$ cat src/rtl/mc_pkg.sv
package mc_pkg;
  localparam int DW = 32;

  localparam logic [2:0] FN_AND = 3'b000;
  localparam logic [2:0] FN_OR  = 3'b001;
  localparam logic [2:0] FN_ADD = 3'b010;
  localparam logic [2:0] FN_SUB = 3'b110;

  localparam logic [1:0] PCS_ALU  = 2'b00;
  localparam logic [1:0] PCS_HOLD = 2'b01;
  localparam logic [1:0] PCS_JUMP = 2'b10;

  function automatic logic [DW-1:0] alu_calc(input logic [2:0] fn,
                                             input logic [DW-1:0] x,
                                             input logic [DW-1:0] y);
    logic [DW-1:0] r;
    case (fn)
      FN_ADD:  r = x + y;
      FN_SUB:  r = x - y;
      FN_AND:  r = x & y;
      FN_OR:   r = x | y;
      default: r = '0;
    endcase
    return r;
  endfunction

  function automatic logic [DW-1:0] sext16(input logic [15:0] v);
    return {{(DW-16){v[15]}}, v};
  endfunction

  function automatic logic [DW-1:0] jump_addr(input logic [DW-1:0] pc,
                                              input logic [25:0] idx);
    return {pc[DW-1:DW-4], idx, 2'b00};
  endfunction
endpackage

$ cat src/rtl/mc_alu.sv
module mc_alu
  import mc_pkg::*;
(
  input  logic [2:0]    fn,
  input  logic [DW-1:0] in_a,
  input  logic [DW-1:0] in_b,
  output logic [DW-1:0] result,
  output logic          zero
);
  always_comb begin
    result = alu_calc(fn, in_a, in_b);
    zero   = (result == '0);
  end

  // subtracting equal operands must flag zero
  always_comb begin
    if (fn == FN_SUB && in_a == in_b)
      a_r6_sub_equal_zero: assert (zero);
  end
endmodule

$ cat src/rtl/mc_regfile.sv
module mc_regfile
  import mc_pkg::*;
#(
  parameter int REG_COUNT = 32,
  localparam int RAW = $clog2(REG_COUNT)
) (
  input  logic           clk,
  input  logic [RAW-1:0] ra,
  input  logic [RAW-1:0] rb,
  output logic [DW-1:0]  rd_a,
  output logic [DW-1:0]  rd_b,
  input  logic           we,
  input  logic [RAW-1:0] wa,
  input  logic [DW-1:0]  wd
);
  logic [DW-1:0] regs [REG_COUNT];

  always_ff @(posedge clk) begin
    if (we && wa != '0) regs[wa] <= wd;
  end

  assign rd_a = (ra == '0) ? '0 : regs[ra];
  assign rd_b = (rb == '0) ? '0 : regs[rb];
endmodule

$ cat src/rtl/mc_memory.sv
module mc_memory
  import mc_pkg::*;
#(
  parameter int WORDS = 64,
  localparam int IW = $clog2(WORDS)
) (
  input  logic          clk,
  input  logic          rst,
  input  logic [IW-1:0] idx,
  input  logic          we,
  input  logic [DW-1:0] wdata,
  output logic [DW-1:0] rdata
);
  logic [DW-1:0] store [WORDS];

  always_ff @(posedge clk) begin
    if (we) store[idx] <= wdata;
  end

  assign rdata = store[idx];

  // a write lands at the addressed word
  a_r3_store_lands: assert property (@(posedge clk) disable iff (rst)
    we |=> store[$past(idx)] == $past(wdata));
endmodule

$ cat src/rtl/mc_datapath.sv
module mc_datapath
  import mc_pkg::*;
#(
  parameter int MEM_WORDS = 64,
  parameter int REG_COUNT = 32,
  localparam int IW  = $clog2(MEM_WORDS),
  localparam int RAW = $clog2(REG_COUNT)
) (
  input  logic        clk,
  input  logic        rst,
  input  logic        boot_we,
  input  logic [31:0] boot_addr,
  input  logic [31:0] boot_wdata,
  input  logic        mem_addr_sel,
  input  logic        ir_load,
  input  logic        mem_wr_en,
  input  logic        pc_load,
  input  logic        pc_cond_load,
  input  logic        rf_wr_en,
  input  logic        dst_sel,
  input  logic        wb_sel,
  input  logic        alu_a_sel,
  input  logic [1:0]  alu_b_sel,
  input  logic [1:0]  pc_src_sel,
  input  logic [2:0]  alu_func,
  output logic [5:0]  opcode,
  output logic        alu_zero,
  output logic [31:0] pc_q,
  output logic [31:0] alu_result
);
  logic [DW-1:0] pc_r, ir_q, mdr_q, a_q, b_q, aluout_q;
  logic [DW-1:0] mem_addr, mem_wdata, mem_rdata;
  logic          mem_we;
  logic [DW-1:0] rf_a, rf_b, wb_data;
  logic [RAW-1:0] wb_reg;
  logic [DW-1:0] alu_x, alu_y, imm_ext, pc_next;
  logic          pc_en;

  // memory port: preload has priority over the datapath
  assign mem_addr  = boot_we ? boot_addr  : (mem_addr_sel ? aluout_q : pc_r);
  assign mem_wdata = boot_we ? boot_wdata : b_q;
  assign mem_we    = boot_we | mem_wr_en;

  mc_memory #(.WORDS(MEM_WORDS)) u_mem (
    .clk(clk), .rst(rst), .idx(mem_addr[IW+1:2]), .we(mem_we),
    .wdata(mem_wdata), .rdata(mem_rdata)
  );

  // register file with write-back selection
  assign wb_reg  = dst_sel ? ir_q[11+RAW-1:11] : ir_q[16+RAW-1:16];
  assign wb_data = wb_sel ? mdr_q : aluout_q;

  mc_regfile #(.REG_COUNT(REG_COUNT)) u_rf (
    .clk(clk), .ra(ir_q[21+RAW-1:21]), .rb(ir_q[16+RAW-1:16]),
    .rd_a(rf_a), .rd_b(rf_b), .we(rf_wr_en), .wa(wb_reg), .wd(wb_data)
  );

  // ALU operand selection
  assign imm_ext = sext16(ir_q[15:0]);
  assign alu_x   = alu_a_sel ? a_q : pc_r;
  always_comb begin
    case (alu_b_sel)
      2'b00:   alu_y = b_q;
      2'b01:   alu_y = 32'd4;
      2'b10:   alu_y = imm_ext;
      default: alu_y = {imm_ext[DW-3:0], 2'b00};
    endcase
  end

  mc_alu u_alu (
    .fn(alu_func), .in_a(alu_x), .in_b(alu_y),
    .result(alu_result), .zero(alu_zero)
  );

  // program counter source and enable
  always_comb begin
    case (pc_src_sel)
      PCS_HOLD: pc_next = aluout_q;
      PCS_JUMP: pc_next = jump_addr(pc_r, ir_q[25:0]);
      default:  pc_next = alu_result;
    endcase
  end
  assign pc_en = pc_load | (pc_cond_load & alu_zero);

  always_ff @(posedge clk) begin
    if (rst)        pc_r <= '0;
    else if (pc_en) pc_r <= pc_next;
  end

  always_ff @(posedge clk) begin
    if (ir_load) ir_q <= mem_rdata;
    mdr_q    <= mem_rdata;
    a_q      <= rf_a;
    b_q      <= rf_b;
    aluout_q <= alu_result;
  end

  assign opcode = ir_q[31:26];
  assign pc_q   = pc_r;

  a_r1_reset_pc: assert property (@(posedge clk)
    rst |=> pc_r == '0);

  a_r7_pc_hold: assert property (@(posedge clk) disable iff (rst)
    !pc_en |=> $stable(pc_r));

  a_r2_ir_hold: assert property (@(posedge clk) disable iff (rst)
    !ir_load |=> $stable(ir_q));

  a_r10_zero_reg: assert property (@(posedge clk) disable iff (rst)
    ir_q[25:21] == 5'd0 |=> a_q == '0);
endmodule

$ cat config.mk
export PLATFORM = sky130hd
export DESIGN_NAME = mc_datapath
export DESIGN_NICKNAME = d
export VERILOG_FILES = /design/src/rtl/mc_pkg.sv /design/src/rtl/mc_alu.sv /design/src/rtl/mc_regfile.sv /design/src/rtl/mc_memory.sv /design/src/rtl/mc_datapath.sv
export SDC_FILE = /design/constraint.sdc
export NUM_CORES = 2
export LEC_CHECK = 0
export ABC_AREA = 0
export BUFFER_PORTS_ARGS = -buffer_cell sky130_fd_sc_hd__buf_2
export CORE_MARGIN = 2
export CORE_UTILIZATION = 55
export DETAILED_ROUTE_END_ITERATION = 10
export GPL_TIMING_DRIVEN = 0
export PLACE_DENSITY_LB_ADDON = 0.15
export SETUP_SLACK_MARGIN = 0.02
export SLEW_MARGIN = 40
export SYNTH_ARGS = -nofsm -noshare
export SYNTH_HDL_FRONTEND = slang
export SYNTH_HIERARCHICAL = 1
export SYNTH_SLANG_ARGS = --single-unit
$ cat constraint.sdc
create_clock -name clk -period 12.95 [get_ports clk]
set_input_delay 1.9425 -clock clk [delete_from_list [all_inputs] [get_ports clk]]
set_output_delay 1.9425 -clock clk [all_outputs]
set_load 0.02 [all_outputs]
# Word-level counts from Yosys, hierarchy flattened
# Memory sizes are Yosys's and may differ from the RTL's. A register that Yosys moved wholly into a read port is not among the register bits.
# Cells that the tools add are included.
[op_classes]
addsub = 2
n_lt_le_gt_ge = 0
n_mul = 0
shift = 0
mux = 13
reduce_logical = 8
n_eq_ne = 7
bitwise_logic = 6
n_div = 0
[op_table]
columns = ["operator", "n"]
rows = [
  ["$pmux W32 S4", 1],
  ["$mux W32", 3],
  ["$pmux W32 S3", 1],
  ["$pmux W32 S2", 1],
  ["$add A32 B32 Y32", 1],
  ["$and A32 B32 Y32", 1],
  ["$logic_not A32 Y1", 1],
  ["$or A32 B32 Y32", 1],
  ["$sub A32 B32 Y32", 1],
  ["$mux W8", 2],
  ["$logic_not A5 Y1", 2],
  ["$mux W5", 1],
  ["$reduce_bool A5 Y1", 1],
  ["$eq A2 B1 Y1 const B", 2],
  ["$eq A2 B2 Y1 const B", 2],
  ["$mux W1", 4],
  ["$eq A3 B1 Y1 const B", 1],
  ["$eq A3 B2 Y1 const B", 1],
  ["$eq A3 B3 Y1 const B", 1],
  ["$logic_not A3 Y1", 1],
  ["$logic_not A2 Y1", 1],
  ["$or A1 B1 Y1", 2],
  ["$reduce_and A2 Y1", 1],
  ["$and A1 B1 Y1", 1],
  ["2 further kinds", 2],
]
[totals]
in_bits = 83
memories = 2
mem_bits_ro = 0
output_inout_bits = 71
latch_bits = 0
regBits = 128
ram_bits = 3072
[mem_list]
columns = ["name", "words", "word_bits", "rd", "rd_ports_with_merged_regs", "wr", "line", "rtl"]
rows = [
  ["u_mem.store", 64, 32, 1, 0, 1, "mc_memory.sv:14", "logic [DW-1:0] store [WORDS];"],
  ["u_rf.regs", 32, 32, 2, 2, 1, "mc_regfile.sv:16", "logic [DW-1:0] regs [REG_COUNT];"],
]

# Logic depth before layout (Yosys ltp)
[depth]
ltp_word = 8
ltp_mapped = 28
ltp_nobuf = 24

# Hierarchy
# Netlist, hierarchy kept.
[modules_own_cells]
columns = ["mod", "cells_per_inst", "n_inst", "area_per_inst_um2"]
rows = [
  ["mc_memory", 4207, 1, 78287.6],
  ["mc_regfile", 2564, 1, 47904.7],
  ["mc_datapath", 576, 1, 7190.6],
  ["mc_alu", 507, 1, 3459.6],
]

# Least setup slack after synthesis
# OpenSTA, ideal clock, no wires.
[synth_path]
kind = "input to output"
from = "in alu_b_sel[0]"
to = "out alu_zero"
path_slack_ns = 3.693
t_required_ns = 11.007
arrival_time_ns = 7.315
stages = 20
path_buffers = 2
cell_sequence = "buf_2 mux2_2 a22o_1 or3_4 or3b_2 or3_1 o41ai_1 xor2_1 ha_1 clkbuf_1 and4_1 a311o_1 a21boi_1 or3_1 o2111ai_1 or3b_1 nor2_1 nand4b_1 or4b_1 nor2_1"
[synth_between]
elab_chain_cells = 5
elab_cells_between_ends = 10
classes_between = "add/sub (2); eq/ne (2); mux (2); bitwise (2); reduce/logical (2)"
[synth_lines]
columns = ["element", "line", "rtl"]
rows = [
  ["from (decl)", "mc_datapath.sv:23", "input logic [1:0] alu_b_sel,"],
  ["$eq A2 B2 Y1 (tied with other cells)", "mc_datapath.sv:62", "case (alu_b_sel)"],
  ["$pmux W32 S3 (*)", "mc_datapath.sv:62", ""],
  ["via alu_y[4]", "mc_datapath.sv:36", "logic [DW-1:0] alu_x, alu_y, imm_ext, pc_next;"],
  ["$sub A32 B32 Y32 / $add A32 B32 Y32 (equally long branches)", "mc_pkg.sv:19, mc_pkg.sv:18", ""],
  ["$pmux W32 S4 (*)", "mc_pkg.sv:17", "case (fn)"],
  ["via alu_result[26]", "mc_datapath.sv:29", "output logic [31:0] alu_result"],
  ["$logic_not A32 Y1 (*)", "mc_alu.sv:12", "zero = (result == '0);"],
  ["to (decl)", "mc_datapath.sv:27", "output logic alu_zero,"],
]
# Mark *: on every way through the listed nets, which the timed path passes. The rest lies on a longest branch.

# Worst setup path in the final report
[layout_path]
from = "in alu_func[1]"
to = "out alu_zero"
[layout_between]
elab_chain_cells = 3
elab_cells_between_ends = 6
classes_between = "eq/ne (3); mux (1); reduce/logical (2)"
[layout_lines]
columns = ["element", "line", "rtl"]
rows = [
  ["from (decl)", "mc_datapath.sv:25", "input logic [2:0] alu_func,"],
  ["$eq A3 B1 Y1 (tied with other cells)", "mc_pkg.sv:17", ""],
  ["$pmux W32 S4 (*)", "mc_pkg.sv:17", ""],
  ["$logic_not A32 Y1 (*)", "mc_alu.sv:12", ""],
]
# Every way passes the cells marked *; elsewhere a longest branch is shown, timed or not.

==> results.tsv <==
stage	metric	value	unit
power	p_comb_share	27.7	%
setup_path	crit_arrival	9720	ps
layout	areaGrowthSynthToFinish	16.47	%
routing	drt-initial-drc-count	14200	
synth	synthFlopType	edfxtp_1	
synth	synth-xor-area-share	0.3383	%
synth	synth_fa_ha_area_share	0.5486	%
clock_tree	worstSkewPairLatency	1030	ps
layout	nFillCells	17000	
setup_path	critPathKind	input pin to output port	
synth	synthArstFlopShare	0	%
layout	mostFrequentLayoutCell	edfxtp_1	
synth	synth_warnings	6	
synth	ys_seq_elements	3264	
setup_path	required	11010	ps
timing	slew_violations	0	
power	cellPowerDensity	199.2	nW/µm²
clock_tree	cts_root_buf	clkbuf_16	
routing	vias	87190	
clock_tree	cts_buffers	344	
synth	synthesis.area	136800	µm²
layout	nets	8729	
clock_tree	ctsHoldBuffers	0	
timing	max_freq	85.73	MHz
power	power_frac_clock	29.8	%
die	die_height	502.8	µm
routing	ant_nets	0	
synth	syn-instance-count	7854	
setup_path	critPathCaptureType	output port	
power	swShare	33.37	%
synth	synth_edf_count	3104	
outcome	outcome	completed	
layout	finish.utilization	64.27	%
power	internal_power	21160	µW
timing	hold_viol	0	
grt	grt_pass1_wl	671.8	mm
synth	yosysSeqAreaShare	70.46	%
layout	final_cell_mix	3104 x edfxtp_1, 589 x mux2i_1, 412 x mux4_2	
worst_hold_path	hold_path_class	flip-flop to flip-flop	
synth	ys_types	98	
die	fp-row-count	183	
die	initial_core_util	55.18	%
power	p_leak	0.05288	µW
clock_tree	cts.sinks	3264	
grt	grt_max_degree	65	
die	die_x	502.8	µm
place	hpwl	344.7	mm
setup_path	path_delay_family	buffers and inverters	
clock_tree	tritoncts	yes	
synth	synth_top_family_by_area	multiplexers	
clock_tree	cts_max_level	5	
setup_path	slowest_delay	650	ps
setup_path	path_cells	buf_2, nor2b_1, clkbuf_1, buf_1, buf_1, nand2_1, clkbuf_1, o21ai_0, inv_1, ha_1, nor2b_1, o2111ai_1, a211oi_2, nor2_1, o41ai_2, a41oi_1, xnor2_1, o21ai_1, or3b_2, nor2_1, buf_2	
timing	fin_setup_tns	0	ps
setup_path	startpoint_type	input pin	
setup_path	path_buf_inv	7	
power	p_switching	10600	µW
place	place_congestion	1.007	
synth	synth_compound_area_share	8.615	%
timing	tightest_slew	1045	ps
layout	layout-drive-gt1-share	24.17	%
synth	synth.avg_cell_area	17.42	µm²
timing	slew_headroom	29.87	%
power	seqPwrFrac	42.5	%
grt	grt-ovfl-total	0	
grt	first_global_vias	84710	
die	coreArea	248000	µm²
timing	fin_crit_sh	90.08	%
job	drv_cap	0	
routing	wl	494.0	mm
timing	setup_viol	0	
synth	yosys.area_share.simple	3.383	%
setup_path	cp_max_fo	10	
power	p_total	31760	µW
routing	drt_first_pass_iters	9	
timing	min_period	11670	ps
die	die-area	252800	µm²
clock_tree	cts-resized-gates	0	
grt	grt_use_total	38.73	%
routing	wl_per_cell	40.39	µm
clock_tree	post-cts-setup-buffers	0	
clock_tree	cts.path.max_buffers	4	
synth	synthMuxAreaShare	14.45	%
timing	rsz0062_at_grt	false	
setup_path	slowest_stage	o41ai_2	
power	vdd_drop_max	0.0001344	V
timing	fin_skew	99.38	ps
routing	drc_errors	0	
routing	post_drt_via_cell_ratio	7.128	
grt	antenna_found_initial	44	
die	io_pins	154	
clock_tree	clkTransAtPathRegs	70	ps
place	io_buffers	122	
power groups by stage:
stage          logic [µW]  registers [µW]  clock network (µW)
5_1_grt              8910           13500                9930
6_report             8800           13500                9480
4_1_cts              8400           13500                9520
2_1_floorplan        4520           13500                   0
3_5_place_dp         8360           13700                   0
3_3_place_gp         7900           13700                   0
per-layer routing:
layer	GRT usage [%]	share of wire [%]	vias to the layer above
li1	-	-	34140
met5	0.2094	0.026	-
met4	30.32	9.5	20
met2	60.20	46	6832
met3	10.66	11	1847
met1	45.79	33	44340
path summary, 6_finish.rpt:
check,from,to,slack (ps),cells past startpoint
min,pc_q[11]$_SDFFE_PP0P_,pc_q[11]$_SDFFE_PP0P_,470,2
min reg2reg,pc_q[11]$_SDFFE_PP0P_,pc_q[11]$_SDFFE_PP0P_,470,2
max,alu_func[1],alu_zero,1280,21
max reg2reg,ir_q[2]$_DFFE_PP_,pc_q[29]$_SDFFE_PP0P_,5180,22
area by class of cell:
type,instances,area [µm²],area share (%)
flip-flops and latches,3264,96410,60.49
multi-input cells,4006,38800,24.34
clock buffers,422,9089,5.702
repair buffers,378,6117,3.838
well taps,3330,4167,2.614
plain buffers,594,3065,1.923
clock inverters,185,1575,0.9884
inverters,21,78.83,0.04946
diodes,31,77.57,0.04867
registers in the layout, indices dropped and copies added, names as in the netlist:
name / count
a_q: 32
aluout_q: 32
b_q: 32
ir_q: 32
mdr_q: 32
pc_q: 32
u_mem/store: 2048
u_rf/regs: 1024
through the flow:
| stage | hold WS [ps] | cell area, µm² | worst slack (ps) | std cells |
|---|---|---|---|---|
| finish | 474.2 | 159400 | 1285 | 12230 |
| global route | 505.3 | 159300 | 1068 | 12210 |
| CTS | 474.9 | 159100 | 1307 | 12190 |
| detailed placement | 465.5 | 148400 | 1312 | 11590 |
| global placement | 457.4 | 141700 | 901.1 | 11340 |
| floorplan | 470.7 | 137000 | 3693 | 7885 |
cell families after synthesis:
| group | after synthesis |
|---|---|
| other | 1 |
| xor gates and xnor gates | 52 |
| and+or+nand+nor | 903 |
| buffers and inverters | 615 |
| DFF | 3264 |
| muxes | 1361 |
| adders and majority gates | 65 |
| AOI/OAI and AO/OA | 1593 |
worst register-to-register path: stages (launching register included):
cell and delay, ps:
edfxtp_1 460, mux2_2 300, a22o_1 270, or3_4 420, or3b_2 560, or3_1 440
o21ai_0 220, xor2_1 100, ha_1 280, clkbuf_1 310, nand4_1 270, a2111oi_2 690
nor3_1 310, o41ai_1 520, xor2_1 210, a21o_1 220, a211oi_1 170, or4b_1 480
nor2_1 320, a21o_1 340, buf_2 400, a21oi_1 130, a211oi_1 220
Yosys cell counts, types with 81 or more instances:
cell	instances	share of area, %
dfxtp_1	160	2.3
a221oi_1	221	1.4
and3_1	91	0.42
nand2_1	207	0.57
o22ai_1	97	0.44
buf_2	146	0.53
o21ai_0	177	0.65
nand3_1	90	0.33
mux2i_1	589	4.3
clkbuf_1	303	0.83
buf_4	81	0.44
mux2_2	320	2.6
nor2_1	218	0.60
mux4_2	412	6.8
edfxtp_1	3104	68
a22o_1	88	0.56
a22oi_1	255	1.4
a21oi_1	229	0.84
Power figures use the tool's default switching activity.
